`src/rtl/ts_dma_pkg.sv`:
```
package ts_dma_pkg;
    // bit positions inside the control/status word
    localparam int CNT_LSB    = 24;
    localparam int B_DE_MASK  = 17;
    localparam int B_DE       = 16;
    localparam int B_RUN      = 15;
    localparam int B_OVR_MASK = 14;
    localparam int B_AF_MASK  = 13;
    localparam int B_LK_MASK  = 12;
    localparam int B_OVR      = 11;
    localparam int B_AF       = 10;
    localparam int B_LOCK     = 9;
    localparam int B_ACK      = 8;

    localparam logic [5:0] OFS_BASE = 6'h20;
    localparam logic [5:0] OFS_CSR  = 6'h24;

    typedef struct packed {
        logic       de_mask;
        logic       ovr_mask;
        logic       af_mask;
        logic       lk_mask;
        logic       run;
        logic [6:0] thr;
    } cfg_t;
endpackage

```
`src/rtl/ts_dma_fill.sv`:
```
module ts_dma_fill
    import ts_dma_pkg::*;
#(
    parameter int PKT_WORDS = 47,
    parameter int BUF_PKTS  = 8,
    parameter int ADDR_W    = 32,
    parameter int DATA_W    = 32,
    parameter int CNT_W     = 8
) (
    input  logic              clk,
    input  logic              rst_n,
    input  logic              run,
    input  logic              arm,
    input  logic [ADDR_W-1:0] arm_base,
    input  logic              in_valid,
    input  logic [DATA_W-1:0] in_data,
    output logic              in_ready,
    output logic              mem_req,
    output logic [ADDR_W-1:0] mem_addr,
    output logic [DATA_W-1:0] mem_wdata,
    input  logic              mem_gnt,
    output logic [ADDR_W-1:0] base,
    output logic              pkt_done,
    output logic              drop,
    output logic [CNT_W-1:0]  count
);
    localparam int WIDX_W = $clog2(PKT_WORDS);
    localparam int OFS_W  = $clog2(PKT_WORDS * BUF_PKTS + 1);
    localparam logic [WIDX_W-1:0] LAST_W = WIDX_W'(PKT_WORDS - 1);
    localparam logic [CNT_W-1:0]  FULL_C = CNT_W'(BUF_PKTS);

    typedef struct packed {
        logic [ADDR_W-1:0] base;
        logic [WIDX_W-1:0] widx;
        logic [OFS_W-1:0]  ofs;
        logic [CNT_W-1:0]  cnt;
    } fill_t;

    fill_t st_d, st_q;
    logic  full, accept;

    always_comb begin
        full      = (st_q.cnt == FULL_C);
        mem_req   = run && !full && in_valid;
        accept    = mem_req && mem_gnt;
        in_ready  = !run || full || mem_gnt;
        drop      = in_valid && run && full;
        pkt_done  = accept && (st_q.widx == LAST_W);
        mem_addr  = st_q.base + ADDR_W'({st_q.ofs, 2'b00});
        mem_wdata = in_data;
        base      = st_q.base;
        count     = st_q.cnt;

        st_d = st_q;
        if (arm) st_d.base = arm_base;
        if (arm || !run) begin
            st_d.widx = '0;
            st_d.ofs  = '0;
            st_d.cnt  = '0;
        end else if (accept) begin
            st_d.ofs = st_q.ofs + 1'b1;
            if (st_q.widx == LAST_W) begin
                st_d.widx = '0;
                if (!full) st_d.cnt = st_q.cnt + 1'b1;
            end else begin
                st_d.widx = st_q.widx + 1'b1;
            end
        end
    end

    always_ff @(posedge clk or negedge rst_n) begin
        if (!rst_n) st_q <= '0;
        else        st_q <= st_d;
    end

    // count stays within the buffer size
    a_r4_count_bounded: assert property (@(posedge clk) disable iff (!rst_n)
        st_q.cnt <= FULL_C);
    // stalled request holds address and data
    a_r5_stall_stable: assert property (@(posedge clk) disable iff (!rst_n)
        (mem_req && !mem_gnt && !arm && run && in_valid) |=>
            (mem_req && $stable(mem_addr)) || !in_valid || !run);
    // each accepted word moves the address up by 4
    a_r3_addr_step: assert property (@(posedge clk) disable iff (!rst_n)
        (accept && !arm && run) |=> mem_addr == $past(mem_addr) + ADDR_W'(4));
    // rearm empties the buffer
    a_r8_arm_clears: assert property (@(posedge clk) disable iff (!rst_n)
        arm |=> (count == '0 && mem_addr == $past(arm_base)));
endmodule

```
`src/rtl/ts_dma_csr.sv`:
```
module ts_dma_csr
    import ts_dma_pkg::*;
#(
    parameter int CNT_W     = 8,
    parameter int THR_RESET = 4
) (
    input  logic             clk,
    input  logic             rst_n,
    input  logic             wr_en,
    input  logic [31:0]      wdata,
    input  logic             pkt_done,
    input  logic [CNT_W-1:0] count,
    input  logic             drop,
    input  logic             afull_in,
    input  logic             lock_in,
    output cfg_t             cfg,
    output logic [31:0]      csr_word,
    output logic             irq
);
    typedef struct packed {
        cfg_t cfg;
        logic de;
        logic ovr;
        logic af;
    } csr_t;

    csr_t r_d, r_q;
    logic hit_thr, ack;

    always_comb begin
        ack     = wr_en && wdata[B_ACK];
        hit_thr = pkt_done && (r_q.cfg.thr != '0) &&
                  ((CNT_W + 1)'(r_q.cfg.thr) == (CNT_W + 1)'(count) + 1'b1);

        r_d = r_q;
        if (wr_en) begin
            r_d.cfg.de_mask  = wdata[B_DE_MASK];
            r_d.cfg.ovr_mask = wdata[B_OVR_MASK];
            r_d.cfg.af_mask  = wdata[B_AF_MASK];
            r_d.cfg.lk_mask  = wdata[B_LK_MASK];
            r_d.cfg.run      = wdata[B_RUN];
            r_d.cfg.thr      = wdata[6:0];
        end
        if (ack) begin
            r_d.de  = 1'b0;
            r_d.ovr = 1'b0;
            r_d.af  = 1'b0;
        end
        if (hit_thr)  r_d.de  = 1'b1;
        if (drop)     r_d.ovr = 1'b1;
        if (afull_in) r_d.af  = 1'b1;

        cfg      = r_q.cfg;
        irq      = (r_q.de && !r_q.cfg.de_mask) || (r_q.ovr && !r_q.cfg.ovr_mask);
        csr_word = '0;
        csr_word[31:CNT_LSB]  = 8'(count);
        csr_word[B_DE_MASK]   = r_q.cfg.de_mask;
        csr_word[B_DE]        = r_q.de;
        csr_word[B_RUN]       = r_q.cfg.run;
        csr_word[B_OVR_MASK]  = r_q.cfg.ovr_mask;
        csr_word[B_AF_MASK]   = r_q.cfg.af_mask;
        csr_word[B_LK_MASK]   = r_q.cfg.lk_mask;
        csr_word[B_OVR]       = r_q.ovr;
        csr_word[B_AF]        = r_q.af;
        csr_word[B_LOCK]      = lock_in;
        csr_word[6:0]         = r_q.cfg.thr;
    end

    always_ff @(posedge clk or negedge rst_n) begin
        if (!rst_n) begin
            r_q              <= '0;
            r_q.cfg.de_mask  <= 1'b1;
            r_q.cfg.ovr_mask <= 1'b1;
            r_q.cfg.af_mask  <= 1'b1;
            r_q.cfg.lk_mask  <= 1'b1;
            r_q.cfg.thr      <= 7'(THR_RESET);
        end else begin
            r_q <= r_d;
        end
    end

    // buffer-end only appears after a completed packet
    a_r6_de_source: assert property (@(posedge clk) disable iff (!rst_n)
        $rose(r_q.de) |-> $past(pkt_done));
    // latched events leave only through acknowledge
    a_r10_de_ack_only: assert property (@(posedge clk) disable iff (!rst_n)
        $fell(r_q.de) |-> $past(wr_en && wdata[B_ACK]));
    a_r10_ovr_ack_only: assert property (@(posedge clk) disable iff (!rst_n)
        $fell(r_q.ovr) |-> $past(wr_en && wdata[B_ACK]));
endmodule

```
`src/rtl/ts_dma_writer.sv`:
```
module ts_dma_writer
    import ts_dma_pkg::*;
#(
    parameter int PKT_WORDS = 47,
    parameter int BUF_PKTS  = 8,
    parameter int THR_RESET = 4
) (
    input  logic        clk,
    input  logic        rst_n,
    input  logic        reg_wr,
    input  logic [5:0]  reg_addr,
    input  logic [31:0] reg_wdata,
    output logic [31:0] reg_rdata,
    input  logic        in_valid,
    input  logic [31:0] in_data,
    output logic        in_ready,
    output logic        mem_req,
    output logic [31:0] mem_addr,
    output logic [31:0] mem_wdata,
    input  logic        mem_gnt,
    input  logic        afull_in,
    input  logic        lock_in,
    output logic        irq
);
    localparam int CNT_W = 8;

    cfg_t             cfg;
    logic [31:0]      base, csr_word;
    logic             pkt_done, drop, arm, csr_wr;
    logic [CNT_W-1:0] count;

    assign arm    = reg_wr && (reg_addr == OFS_BASE);
    assign csr_wr = reg_wr && (reg_addr == OFS_CSR);

    ts_dma_fill #(
        .PKT_WORDS(PKT_WORDS), .BUF_PKTS(BUF_PKTS),
        .ADDR_W(32), .DATA_W(32), .CNT_W(CNT_W)
    ) u_fill (
        .clk(clk), .rst_n(rst_n), .run(cfg.run), .arm(arm),
        .arm_base(reg_wdata), .in_valid(in_valid), .in_data(in_data),
        .in_ready(in_ready), .mem_req(mem_req), .mem_addr(mem_addr),
        .mem_wdata(mem_wdata), .mem_gnt(mem_gnt), .base(base),
        .pkt_done(pkt_done), .drop(drop), .count(count)
    );

    ts_dma_csr #(.CNT_W(CNT_W), .THR_RESET(THR_RESET)) u_csr (
        .clk(clk), .rst_n(rst_n), .wr_en(csr_wr), .wdata(reg_wdata),
        .pkt_done(pkt_done), .count(count), .drop(drop),
        .afull_in(afull_in), .lock_in(lock_in),
        .cfg(cfg), .csr_word(csr_word), .irq(irq)
    );

    always_comb begin
        unique case (reg_addr)
            OFS_BASE: reg_rdata = base;
            OFS_CSR:  reg_rdata = csr_word;
            default:  reg_rdata = '0;
        endcase
    end

    // interrupt only from pending, unmasked buffer-end or overflow
    a_r9_irq_source: assert property (@(posedge clk) disable iff (!rst_n)
        irq |-> ((csr_word[B_DE] && !csr_word[B_DE_MASK]) ||
                 (csr_word[B_OVR] && !csr_word[B_OVR_MASK])));
    // a dropped word latches overflow
    a_r7_drop_flags: assert property (@(posedge clk) disable iff (!rst_n)
        drop |=> csr_word[B_OVR]);
    // no write while held in reset
    a_r2_idle_no_req: assert property (@(posedge clk) disable iff (!rst_n)
        !csr_word[B_RUN] |-> !mem_req);
endmodule

```
`config.mk`:
```
export PLATFORM = sky130hd
export DESIGN_NAME = ts_dma_writer
export DESIGN_NICKNAME = d
export VERILOG_FILES = /design/src/rtl/ts_dma_pkg.sv /design/src/rtl/ts_dma_fill.sv /design/src/rtl/ts_dma_csr.sv /design/src/rtl/ts_dma_writer.sv
export SDC_FILE = /design/constraint.sdc
export NUM_CORES = 1
export LEC_CHECK = 0
export ABC_AREA = 1
export BUFFER_PORTS_ARGS = -buffer_cell sky130_fd_sc_hd__buf_4
export CAP_MARGIN = 20
export CELL_PAD_IN_SITES_DETAIL_PLACEMENT = 0
export CELL_PAD_IN_SITES_GLOBAL_PLACEMENT = 1
export CORE_MARGIN = 2
export CORE_UTILIZATION = 38
export CTS_CLUSTER_DIAMETER = 80
export DETAILED_ROUTE_END_ITERATION = 8
export PLACE_DENSITY_LB_ADDON = 0.1
export RECOVER_POWER = 50
export SYNTH_ARGS = -nofsm -noshare
export SYNTH_HDL_FRONTEND = slang
export SYNTH_SLANG_ARGS = --single-unit
```
`constraint.sdc`:
```
create_clock -name clk -period 4.1 [get_ports clk]
set_clock_uncertainty 0.1 [all_clocks]
set_input_delay 0.615 -clock clk [delete_from_list [all_inputs] [get_ports clk]]
set_output_delay 0.615 -clock clk [all_outputs]
set_load 0.03 [all_outputs]
```
==> results.txt, run 1 <==
Post-route cell area = 0.005912 mm2
Worst-path maximum fanout = 22
Area share of the largest cell type after synthesis = 32.91%
Mean post-synth cell area = 7.279 um2
Setup crit end kind = output port
Type of the most critical hold path = reg -> reg
Post-Syn Instances = 679
RSZ-0062 raised after global routing = false
Largest net degree at the start of global routing = 71
Maximum VDD drop = 0.0002123 V
Net Sw Power = 0.001011 W
Net Sw Frac = 37.25%
Final nets = 845
Fin crit share = 84.31%
Via Count = 4711
Worst Path Arrival = 2.74 ns
Gpl congestion = 0.8744
I/O pin count = 176
Static Leak = 3.046 nW
IO Port Bufs = 111
Die Footprint = 0.01393 mm2
CP most frequent cell = inv_1
Ys Warns = 0
Synthesized flop and latch total = 70
Initial cell density of the core = 39.00%
First DRT Iteration DRCs = 285
Max-slew violation count = 71
Total core area = 0.01267 mm2
Post-synth EDFFs = 0
Area contributors post-synth = dfrtp_1, nand2_1, inv_1
Distinct cells, synth = 40
Relative slew slack = -24.99%
Diodes inserted = 0
Routed wire length = 15360 um
Area delta synth->final = 19.62%
Antenna violations before repair = 0
Number of global-route vias before repair = 4609
Routed vias/inst = 5.066
Worst Hold Depth = 2
Critical path's largest stage delay = 0.72 ns
GRT Total Usage = 22.95%
Dominant synthesized flop cell = dfrtp_1
DRT antenna net count = 0
First-pass GRT wire length = 24920 um
Setup TNS = 0 ns
Root Buffer = clkbuf_16
Fmax = 0.2893 GHz
Mapped cell area = 0.004942 mm2
Crit. path cell count = 9
CTS Sinks = 70
Worst path cell trace = clkbuf_4 > inv_1 > nand2_1 > inv_1 > nand3_1 > inv_1 > nand2_1 > o21ai_0 > buf_4
Asr flop ratio synth = 100.0%
Clk pwr share = 32.9%
Clk_lat worst skew = 0.35 ns
Share of total power in combinational logic = 32.6%
Worst reg-to-reg path cell count = 8
WL/cell = 16.52 um
Finish-stage setup viols = 0
Layout cells sized above 1 = 19.13%
PostCTS Resize Cnt = 0
Violated checks = capacitance limit, slew limit
Register area share after synthesis = 35.57%
Post-CTS Setup Inserts = 0
Post-cts hold buffer count = 0
CTS tree = built
Reg power frac = 34.5%
# DRC = 0
Internal Power = 0.001704 W
CP max-delay cell = inv_1
Rows = 41
Router iterations before antenna repair = 4
Outcome = finished, violations left
Die width = 118.0 um
Worst EP required = 3.38 ns
Min cycle time layout = 3.457 ns
Placed cell areas = 0.005660 mm2
CP delay by family, top = buffers and inverters
Buffer and inverter count on the worst path = 5
Crit path kind = in -> out
H-tree depth = 3
CP startpoint kind = input port
TritonCTS buffer count = 9
Least-Margin Pin Slew = 1.875 ns
GR Overflow Total = 0
Max Root-Sink Buffers = 2
Commonest non-fill, non-tap cell in the layout = nand2_1
DIE HEIGHT = 118.0 um
Commonest non-fill, non-tap cells in the layout = nand2_1, buf_4, inv_1
Hpwl dp = 11850 um
Post-synthesis net count = 771
Reg clk slew, reported paths = 0.05 ns
Synth area leader = dfrtp_1
PD cells = 459.2 mW/mm2
Final hold violations = 0
Max_cap viols = 1
==> stage by stage <==
stage          std cells  util (%)  hold slack [ns]  total power (W)  setup WS (ns)
5_1_grt              930     46.66           0.3734         0.002885         0.3786
4_1_cts              930     47.32           0.3565         0.002757         0.7470
2_1_floorplan        679         -           0.2194         0.001567          1.264
3_5_place_dp         914     44.67           0.3593         0.001854          1.139
6_report             930     46.66           0.3636         0.002715         0.6434
3_3_place_gp         914     44.67           0.3552         0.001847          1.244
==> registers in the layout, indices dropped and copies added (netlist names) <==
signal and count:
u_csr.cfg 12, u_fill.base 32, u_fill.count 8, u_fill.st_q 15, u_csr.csr_word 3
==> cells in the mapped netlist, drive strengths merged, types with 4 or more instances <==
library cell	count
xor2	23
inv	82
nand2	196
dfstp	5
nand4	17
clkbuf	5
buf	44
a22o	4
o21ai	66
nor2	61
xnor2	7
a21oi	18
o22ai	11
dfrtp	65
nor3	9
ha	14
nand3	39
==> cell type report <==
type	instances	area, um2
fill	1347	6759
multi-input combinational	478	2465
sequential	70	1758
timing repair buffer	112	830.8
inverter	82	307.8
clock buffer	13	270.3
tap	172	215.2
clock inverter	3	65.06
==> power by group through the flow <==
| stage | Sequential (W) | Clock [W] | Combinational (W) |
|---|---|---|---|
| floorplan | 0.000903 | 0 | 0.000664 |
| global placement | 0.000946 | 0 | 0.000902 |
| detailed placement | 0.000948 | 0 | 0.000906 |
| CTS | 0.000937 | 0.000909 | 0.000911 |
| global route | 0.000955 | 0.000950 | 0.000980 |
| finish | 0.000938 | 0.000893 | 0.000884 |
==> final timing paths <==
path                                                   from                           to  slack (ns)
worst min register to register     u_csr.cfg[9]$_DFFE_PN1P_     u_csr.cfg[9]$_DFFE_PN1P_        0.36
worst min-delay path               u_csr.cfg[9]$_DFFE_PN1P_     u_csr.cfg[9]$_DFFE_PN1P_        0.36
worst max register to register  u_fill.count[0]$_DFFE_PN0P_  u_fill.count[0]$_DFFE_PN0P_        1.32
min in group asynchronous                             rst_n  u_fill.base[25]$_DFFE_PN0P_        0.67
max in group asynchronous                             rst_n   u_fill.base[4]$_DFFE_PN0P_        2.11
worst max-delay path                            reg_addr[4]                reg_rdata[10]        0.64
==> per-layer routing <==
metal | up-vias | global-route usage [%] | routed length, um
li1 | 2309 | - | -
met1 | 2182 | 29.70 | 6714
met4 | 0 | 8.509 | 407
met5 | - | 0 | 0
met3 | 42 | 5.039 | 916
met2 | 178 | 37.57 | 7323
==> worst min-delay path, delay by kind of cell (launching register included) <==
family           cells  cell delay, ns
and+or+nand+nor      2            0.09
DFF                  1            0.36
==> cells by family after synthesis <==
kind of cell	share of synthesized area, %
AO/OA/AOI/OAI	11.59
AND/OR/NAND/NOR	30.51
adder cells (fa/ha/maj)	3.949
buffers and inverters	13.06
XOR/XNOR	5.316
flip-flops	35.57
Note: power is estimated with default switching activity, not from simulation.
==> run 2: changes to the inputs <==
--- a/config.mk
+++ b/config.mk
@@ -11,7 +11,7 @@
 export CELL_PAD_IN_SITES_DETAIL_PLACEMENT = 0
 export CELL_PAD_IN_SITES_GLOBAL_PLACEMENT = 1
 export CORE_MARGIN = 2
-export CORE_UTILIZATION = 38
+export CORE_UTILIZATION = 35
 export CTS_CLUSTER_DIAMETER = 80
 export DETAILED_ROUTE_END_ITERATION = 8
 export PLACE_DENSITY_LB_ADDON = 0.1
==> constraint.sdc (replaced) <==
create_clock -name clk -period 3.6 [get_ports clk]
set_clock_uncertainty 0.1 [all_clocks]
set_input_delay 0.54 -clock clk [delete_from_list [all_inputs] [get_ports clk]]
set_output_delay 0.54 -clock clk [all_outputs]
set_load 0.03 [all_outputs]
==> results.txt, run 2 (synthesis gave the netlist of run 1 again) <==
Outcome = finished, violations left
Violated checks = capacitance limit, slew limit
Hold_ws = 0.2889 ns (-0.07464 ns)
Routed wire length = 15770 um (+2.6%)
Worst-path maximum fanout = 5 (-77%)
Fmax = 0.3127 GHz
CTS Sinks = 70 (unchanged)
GRT Total Usage = 21.36% (-1.6 points)
Max reg flops = 32 (unchanged)
Worst Hold Depth = 2 (unchanged)
Reg clk slew, reported paths = 0.06 ns (about the same)
Die Footprint = 0.01509 mm2 (+8.3%)
Fin crit share = 88.84%
Commonest non-fill, non-tap cells in the layout = nand2_1, buf_4, inv_1
First-pass GRT wire length = 24120 um (-3.2%)
Worst path cell trace = ha_1 > inv_1 > fa_1 > inv_1 > nand3_1 > nand2_1 > nand3_1 > nand2_1 > nand2_1 > nand2_1 > nand2_1 > xor2_1 > buf_4
Final nets = 846 (+0.12%)
PD cells = 513.8 mW/mm2 (+12%)
Worst R2R Setup Slack = 1.61 ns (+0.29 ns)
Crit path kind = reg -> out
Post-CTS Setup Inserts = 0 (unchanged)
Die width = 122.8 um (+4.1%)
Worst Path Arrival = 2.56 ns (-0.18 ns)
Area delta synth->final = 20.43%
Finish-stage setup viols = 0 (unchanged)
Gpl congestion = 0.8839 (+1.1%)
Rows = 43 (+4.9%)
Worst reg-to-reg path cell count = 8 (unchanged)
Maximum VDD drop = 0.0002358 V (+11%)
# DRC = 0 (unchanged)
Pre-CTS setup slack = 0.7616 ns (-0.3769 ns)
Critical path's largest stage delay = 0.40 ns (-0.32 ns)
Min cycle time layout = 3.198 ns
Setup crit end kind = output port
Number of global-route vias before repair = 4553 (-1.2%)
Max-slew violation count = 71 (unchanged)
CP most frequent cell = nand2_1
CP delay by family, top = simple AND/OR/NAND/NOR gates
WL/cell = 16.79 um (+1.7%)
Placed instance count = 923 (+0.98%)
Final Worst Setup Slack = 0.4016 ns (-0.2418 ns)
H-tree depth = 3 (unchanged)
Largest net degree at the start of global routing = 71 (unchanged)
Post-cts hold buffer count = 0 (unchanged)
Worst EP required = 2.96 ns (-0.42 ns)
Initial cell density of the core = 35.74% (-3.3 points)
Clk_lat worst skew = 0.35 ns (about the same)
CP startpoint kind = register
Max Root-Sink Buffers = 2 (unchanged)
I/O pin count = 176 (unchanged)
Non-filler cells, final = 939 (+0.97%)
Hold path start = afull_in
Total core area = 0.01383 mm2 (+9.1%)
Router iterations before antenna repair = 5 (+1)
IO Port Bufs = 111 (unchanged)
TritonCTS buffer count = 9 (unchanged)
Antenna violations before repair = 0 (unchanged)
Hold Path Sink = u_csr.csr_word[10]$_DFFE_PN0P_
Setup TNS = 0 ns (unchanged)
Type of the most critical hold path = in -> reg
PostCTS Resize Cnt = 0 (unchanged)
RSZ-0062 raised after global routing = false
Static Leak = 3.023 nW (-0.77%)
CTS tree = built
Routed vias/inst = 4.974 (-1.8%)
GR Overflow Total = 0 (unchanged)
DRT antenna net count = 0 (unchanged)
CP max-delay cell = dfrtp_1
Diodes inserted = 0 (unchanged)
Finished Core Util = 43.05% (-3.6 points)
Root Buffer = clkbuf_16
Commonest non-fill, non-tap cell in the layout = nand2_1
First DRT Iteration DRCs = 235 (-18%)
Reg2reg start = u_fill.count[0]$_DFFE_PN0P_
Relative slew slack = -22.72% (+2.3 points)
Buffer and inverter count on the worst path = 3 (-2)
Final hold violations = 0 (unchanged)
Layout cells sized above 1 = 19.63% (+0.50 points)
DIE HEIGHT = 122.8 um (+4.1%)
Hpwl dp = 12510 um (+5.5%)
Reg2reg end = u_fill.count[2]$_DFFE_PN0P_
Max_cap viols = 1 (unchanged)
Least-Margin Pin Slew = 1.841 ns (-0.03394 ns)
Via Count = 4671 (-0.85%)
run 2: per-stage QoR:
stage	cell area, um2	total power (W)
after floorplan	4942	0.001785
after global placement	5678	0.002108
after detailed placement	5678	0.002115
after CTS	6001	0.003120
after global routing	5952	0.003253
final	5952	0.003058
run 2: metal layers:
layer	track usage [%]	routed length (um)	share of wire (%)	up-vias
li1	-	-	-	2301
met1	26.75	6717	43	2182
met2	35.70	7658	49	156
met3	5.390	1023	6.5	32
met4	7.256	367	2.3	0
met5	0	0	0	-
run 2: layout make-up:
cell class	count	area [um2]
clock buffers	10	229.0
repair buffers	113	823.3
inverters	82	307.8
well taps	180	225.2
multi-input cells	478	2515
flip-flops and latches	70	1758
clock inverters	6	93.84
fillers	1470	7875
run 2: report_power, final:
group | total (W) | switching (W) | internal (W)
Sequential | 0.00106 | 0.000141 | 0.000922
Clock | 0.000976 | 0.000365 | 0.000611
Combinational | 0.00102 | 0.000665 | 0.000354
Total | 0.00306 | 0.00117 | 0.00189
run 2: worst max path at each step:
stage,depth (start not counted),startpoint,endpoint,slack [ns]
5_1_grt,7,reg_addr[1],u_fill.base[0]$_DFFE_PN0P_,0.19
3_5_place_dp,13,u_fill.st_q[8]$_DFFE_PN0P_,mem_addr[24],0.76
4_1_cts,13,u_fill.st_q[8]$_DFFE_PN0P_,mem_addr[24],0.38
3_3_place_gp,13,u_fill.st_q[8]$_DFFE_PN0P_,mem_addr[18],0.82
2_1_floorplan,12,u_fill.st_q[8]$_DFFE_PN0P_,mem_addr[24],0.84
6_report,13,u_fill.st_q[8]$_DFFE_PN0P_,mem_addr[24],0.40
==> run 3: changes to the inputs <==
--- a/config.mk
+++ b/config.mk
@@ -11,7 +11,7 @@
 export CELL_PAD_IN_SITES_DETAIL_PLACEMENT = 0
 export CELL_PAD_IN_SITES_GLOBAL_PLACEMENT = 1
 export CORE_MARGIN = 2
-export CORE_UTILIZATION = 35
+export CORE_UTILIZATION = 38
 export CTS_CLUSTER_DIAMETER = 80
 export DETAILED_ROUTE_END_ITERATION = 8
 export PLACE_DENSITY_LB_ADDON = 0.1
==> constraint.sdc (replaced) <==
create_clock -name clk -period 3.7 [get_ports clk]
set_clock_uncertainty 0.1 [all_clocks]
set_input_delay 0.555 -clock clk [delete_from_list [all_inputs] [get_ports clk]]
set_output_delay 0.555 -clock clk [all_outputs]
set_load 0.03 [all_outputs]
==> results.txt, run 3 (synthesis gave the netlist of run 1 again) <==
Fin crit share = 89.87%
Outcome = finished, violations left
Max reg flops = 32 (unchanged)
Crit path kind = in -> reg
Die width = 118.0 um (-3.9%)
DIE HEIGHT = 118.0 um (-3.9%)
Final nets = 846 (unchanged)
Commonest non-fill, non-tap cell in the layout = nand2_1
First DRT Iteration DRCs = 198 (-16%)
Critical path origin = reg_addr[4]
# DRC = 0 (unchanged)
Worst reg-to-reg path cell count = 5 (-3)
Worst Hold Depth = 3 (+1)
Worst R2R Setup Slack = 1.63 ns (+0.02 ns)
Reg2reg start = u_csr.cfg[7]$_DFFE_PN0P_
Finished Core Util = 46.31% (+3.3 points)
WL/cell = 16.37 um (-2.5%)
Routed wire length = 15240 um (-3.4%)
Fill count = 1318 (-10%)
First-pass GRT wire length = 24830 um (+2.9%)
Max_cap viols = 1 (unchanged)
RSZ-0062 raised after global routing = false
Post-CTS Setup Inserts = 0 (unchanged)
Fmax = 0.3007 GHz
Violated checks = capacitance limit, slew limit
Die Footprint = 0.01393 mm2 (-7.6%)
Worst-path maximum fanout = 21 (+16)
Clk_lat worst skew = 0.34 ns (about the same)
Least-Margin Pin Slew = 1.837 ns (-0.003558 ns)
Area delta synth->final = 18.73%
H-tree depth = 3 (unchanged)
GRT Total Usage = 22.78% (+1.4 points)
Layout cells sized above 1 = 19.63% (unchanged)
Antenna violations before repair = 0 (unchanged)
Via Count = 4652 (-0.41%)
Total core area = 0.01267 mm2 (-8.4%)
Finish-stage setup viols = 0 (unchanged)
Router iterations before antenna repair = 5 (unchanged)
Setup TNS = 0 ns (unchanged)
TritonCTS buffer count = 9 (unchanged)
Diodes inserted = 0 (unchanged)
Commonest non-fill, non-tap cells in the layout = nand2_1, buf_4, inv_1
Max Root-Sink Buffers = 2 (unchanged)
Type of the most critical hold path = in -> reg
CTS tree = built
Number of global-route vias before repair = 4717 (+3.6%)
CTS Sinks = 70 (unchanged)
Gpl congestion = 0.8518 (-3.6%)
Static Leak = 2.991 nW (-1.0%)
Hpwl dp = 12000 um (-4.1%)
Largest net degree at the start of global routing = 71 (unchanged)
Reg clk slew, reported paths = 0.06 ns (about the same)
Routed vias/inst = 4.997 (+0.45%)
Hold Path Sink = u_fill.base[10]$_DFFE_PN0P_
Setup crit end kind = register
Initial cell density of the core = 39.00% (+3.3 points)
Worst EP required = 3.86 ns (+0.90 ns)
Final hold violations = 0 (unchanged)
PD cells = 482.0 mW/mm2 (-6.2%)
PostCTS Resize Cnt = 0 (unchanged)
CP startpoint kind = input port
Hold path start = reg_wdata[10]
Root Buffer = clkbuf_16
I/O pin count = 176 (unchanged)
Max-slew violation count = 71 (unchanged)
Non-filler cells, final = 931 (-0.85%)
Worst Path Arrival = 3.49 ns (+0.93 ns)
Post-route cell area = 0.005868 mm2 (-1.4%)
IO Port Bufs = 111 (unchanged)
Relative slew slack = -22.49% (+0.24 points)
Placed instance count = 915 (-0.87%)
Reg2reg end = u_fill.st_q[19]$_DFFE_PN0P_
Placed cell areas = 0.005668 mm2 (-0.18%)
Post-cts hold buffer count = 0 (unchanged)
Rows = 41 (-4.7%)
GR Overflow Total = 0 (unchanged)
DRT antenna net count = 0 (unchanged)
Min cycle time layout = 3.325 ns
Maximum VDD drop = 0.0002026 V (-14%)
-- run 3: changes by cell type in the layout (fill, tap and decap cells not counted), moves of 2 or more --
cell	delta
clkbuf_1	-3
clkinvlp_4	+3
buf_4	+2
bufinv_16	-2
clkinv_2	+2
clkinv_4	-2
o21ai_0	+2
o21ai_1	-2
-- run 3: cell type report --
class	instances	area, um2	area share (%)
multi-input cells	478	2484	42.32
flip-flops and latches	70	1758	29.96
repair buffers	113	834.6	14.22
inverters	82	307.8	5.245
clock buffers	10	229.0	3.902
well taps	172	215.2	3.667
clock inverters	6	40.04	0.6823
-- run 3: metrics by stage --
step / setup slack (ns) / hold WS [ns] / power, W
3_5_place_dp: 0.7756 / 0.3739 / 0.002056
2_1_floorplan: 0.9241 / 0.1594 / 0.001736
5_1_grt: 0.1195 / 0.3211 / 0.003005
3_3_place_gp: 0.9161 / 0.3525 / 0.002042
4_1_cts: 0.4019 / 0.2935 / 0.002877
6_report: 0.3749 / 0.3135 / 0.002828
-- run 3: routing by layer --
layer / GRT usage (%) / vias up / part of all wire, %
met5: 0 / - / 0
met4: 10.09 / 0 / 2.6
met3: 4.021 / 35 / 3.8
met2: 37.86 / 140 / 48
met1: 28.95 / 2166 / 45
li1: - / 2311 / -
-- run 3: critical path, cell delays in order --
cell and delay (ns):
clkbuf_4 0.10, inv_1 0.03, nand2_1 0.04, inv_1 0.07, nand3_4 0.06, clkbuf_1 0.76, nor2_1 0.35, nor2_1 0.81
nand2_4 0.30, nand2_4 0.21, a21boi_1 0.19
-- run 3: where the power goes --
part	switching [W]	internal, W	total (W)	leakage, nW
Combinational	0.000642	0.000348	0.000990	2.02
Sequential	0.000134	0.000897	0.00103	0.848
Clock	0.000355	0.000451	0.000807	0.120
-- run 3: how the worst max path moves through the flow --
stage	endpoint	depth (start not counted)
5_1_grt	u_fill.st_q[19]$_DFFE_PN0P_	11
2_1_floorplan	mem_addr[24]	12
6_report	u_fill.st_q[19]$_DFFE_PN0P_	11
4_1_cts	mem_addr[24]	13
3_5_place_dp	mem_addr[24]	13
3_3_place_gp	mem_addr[24]	13
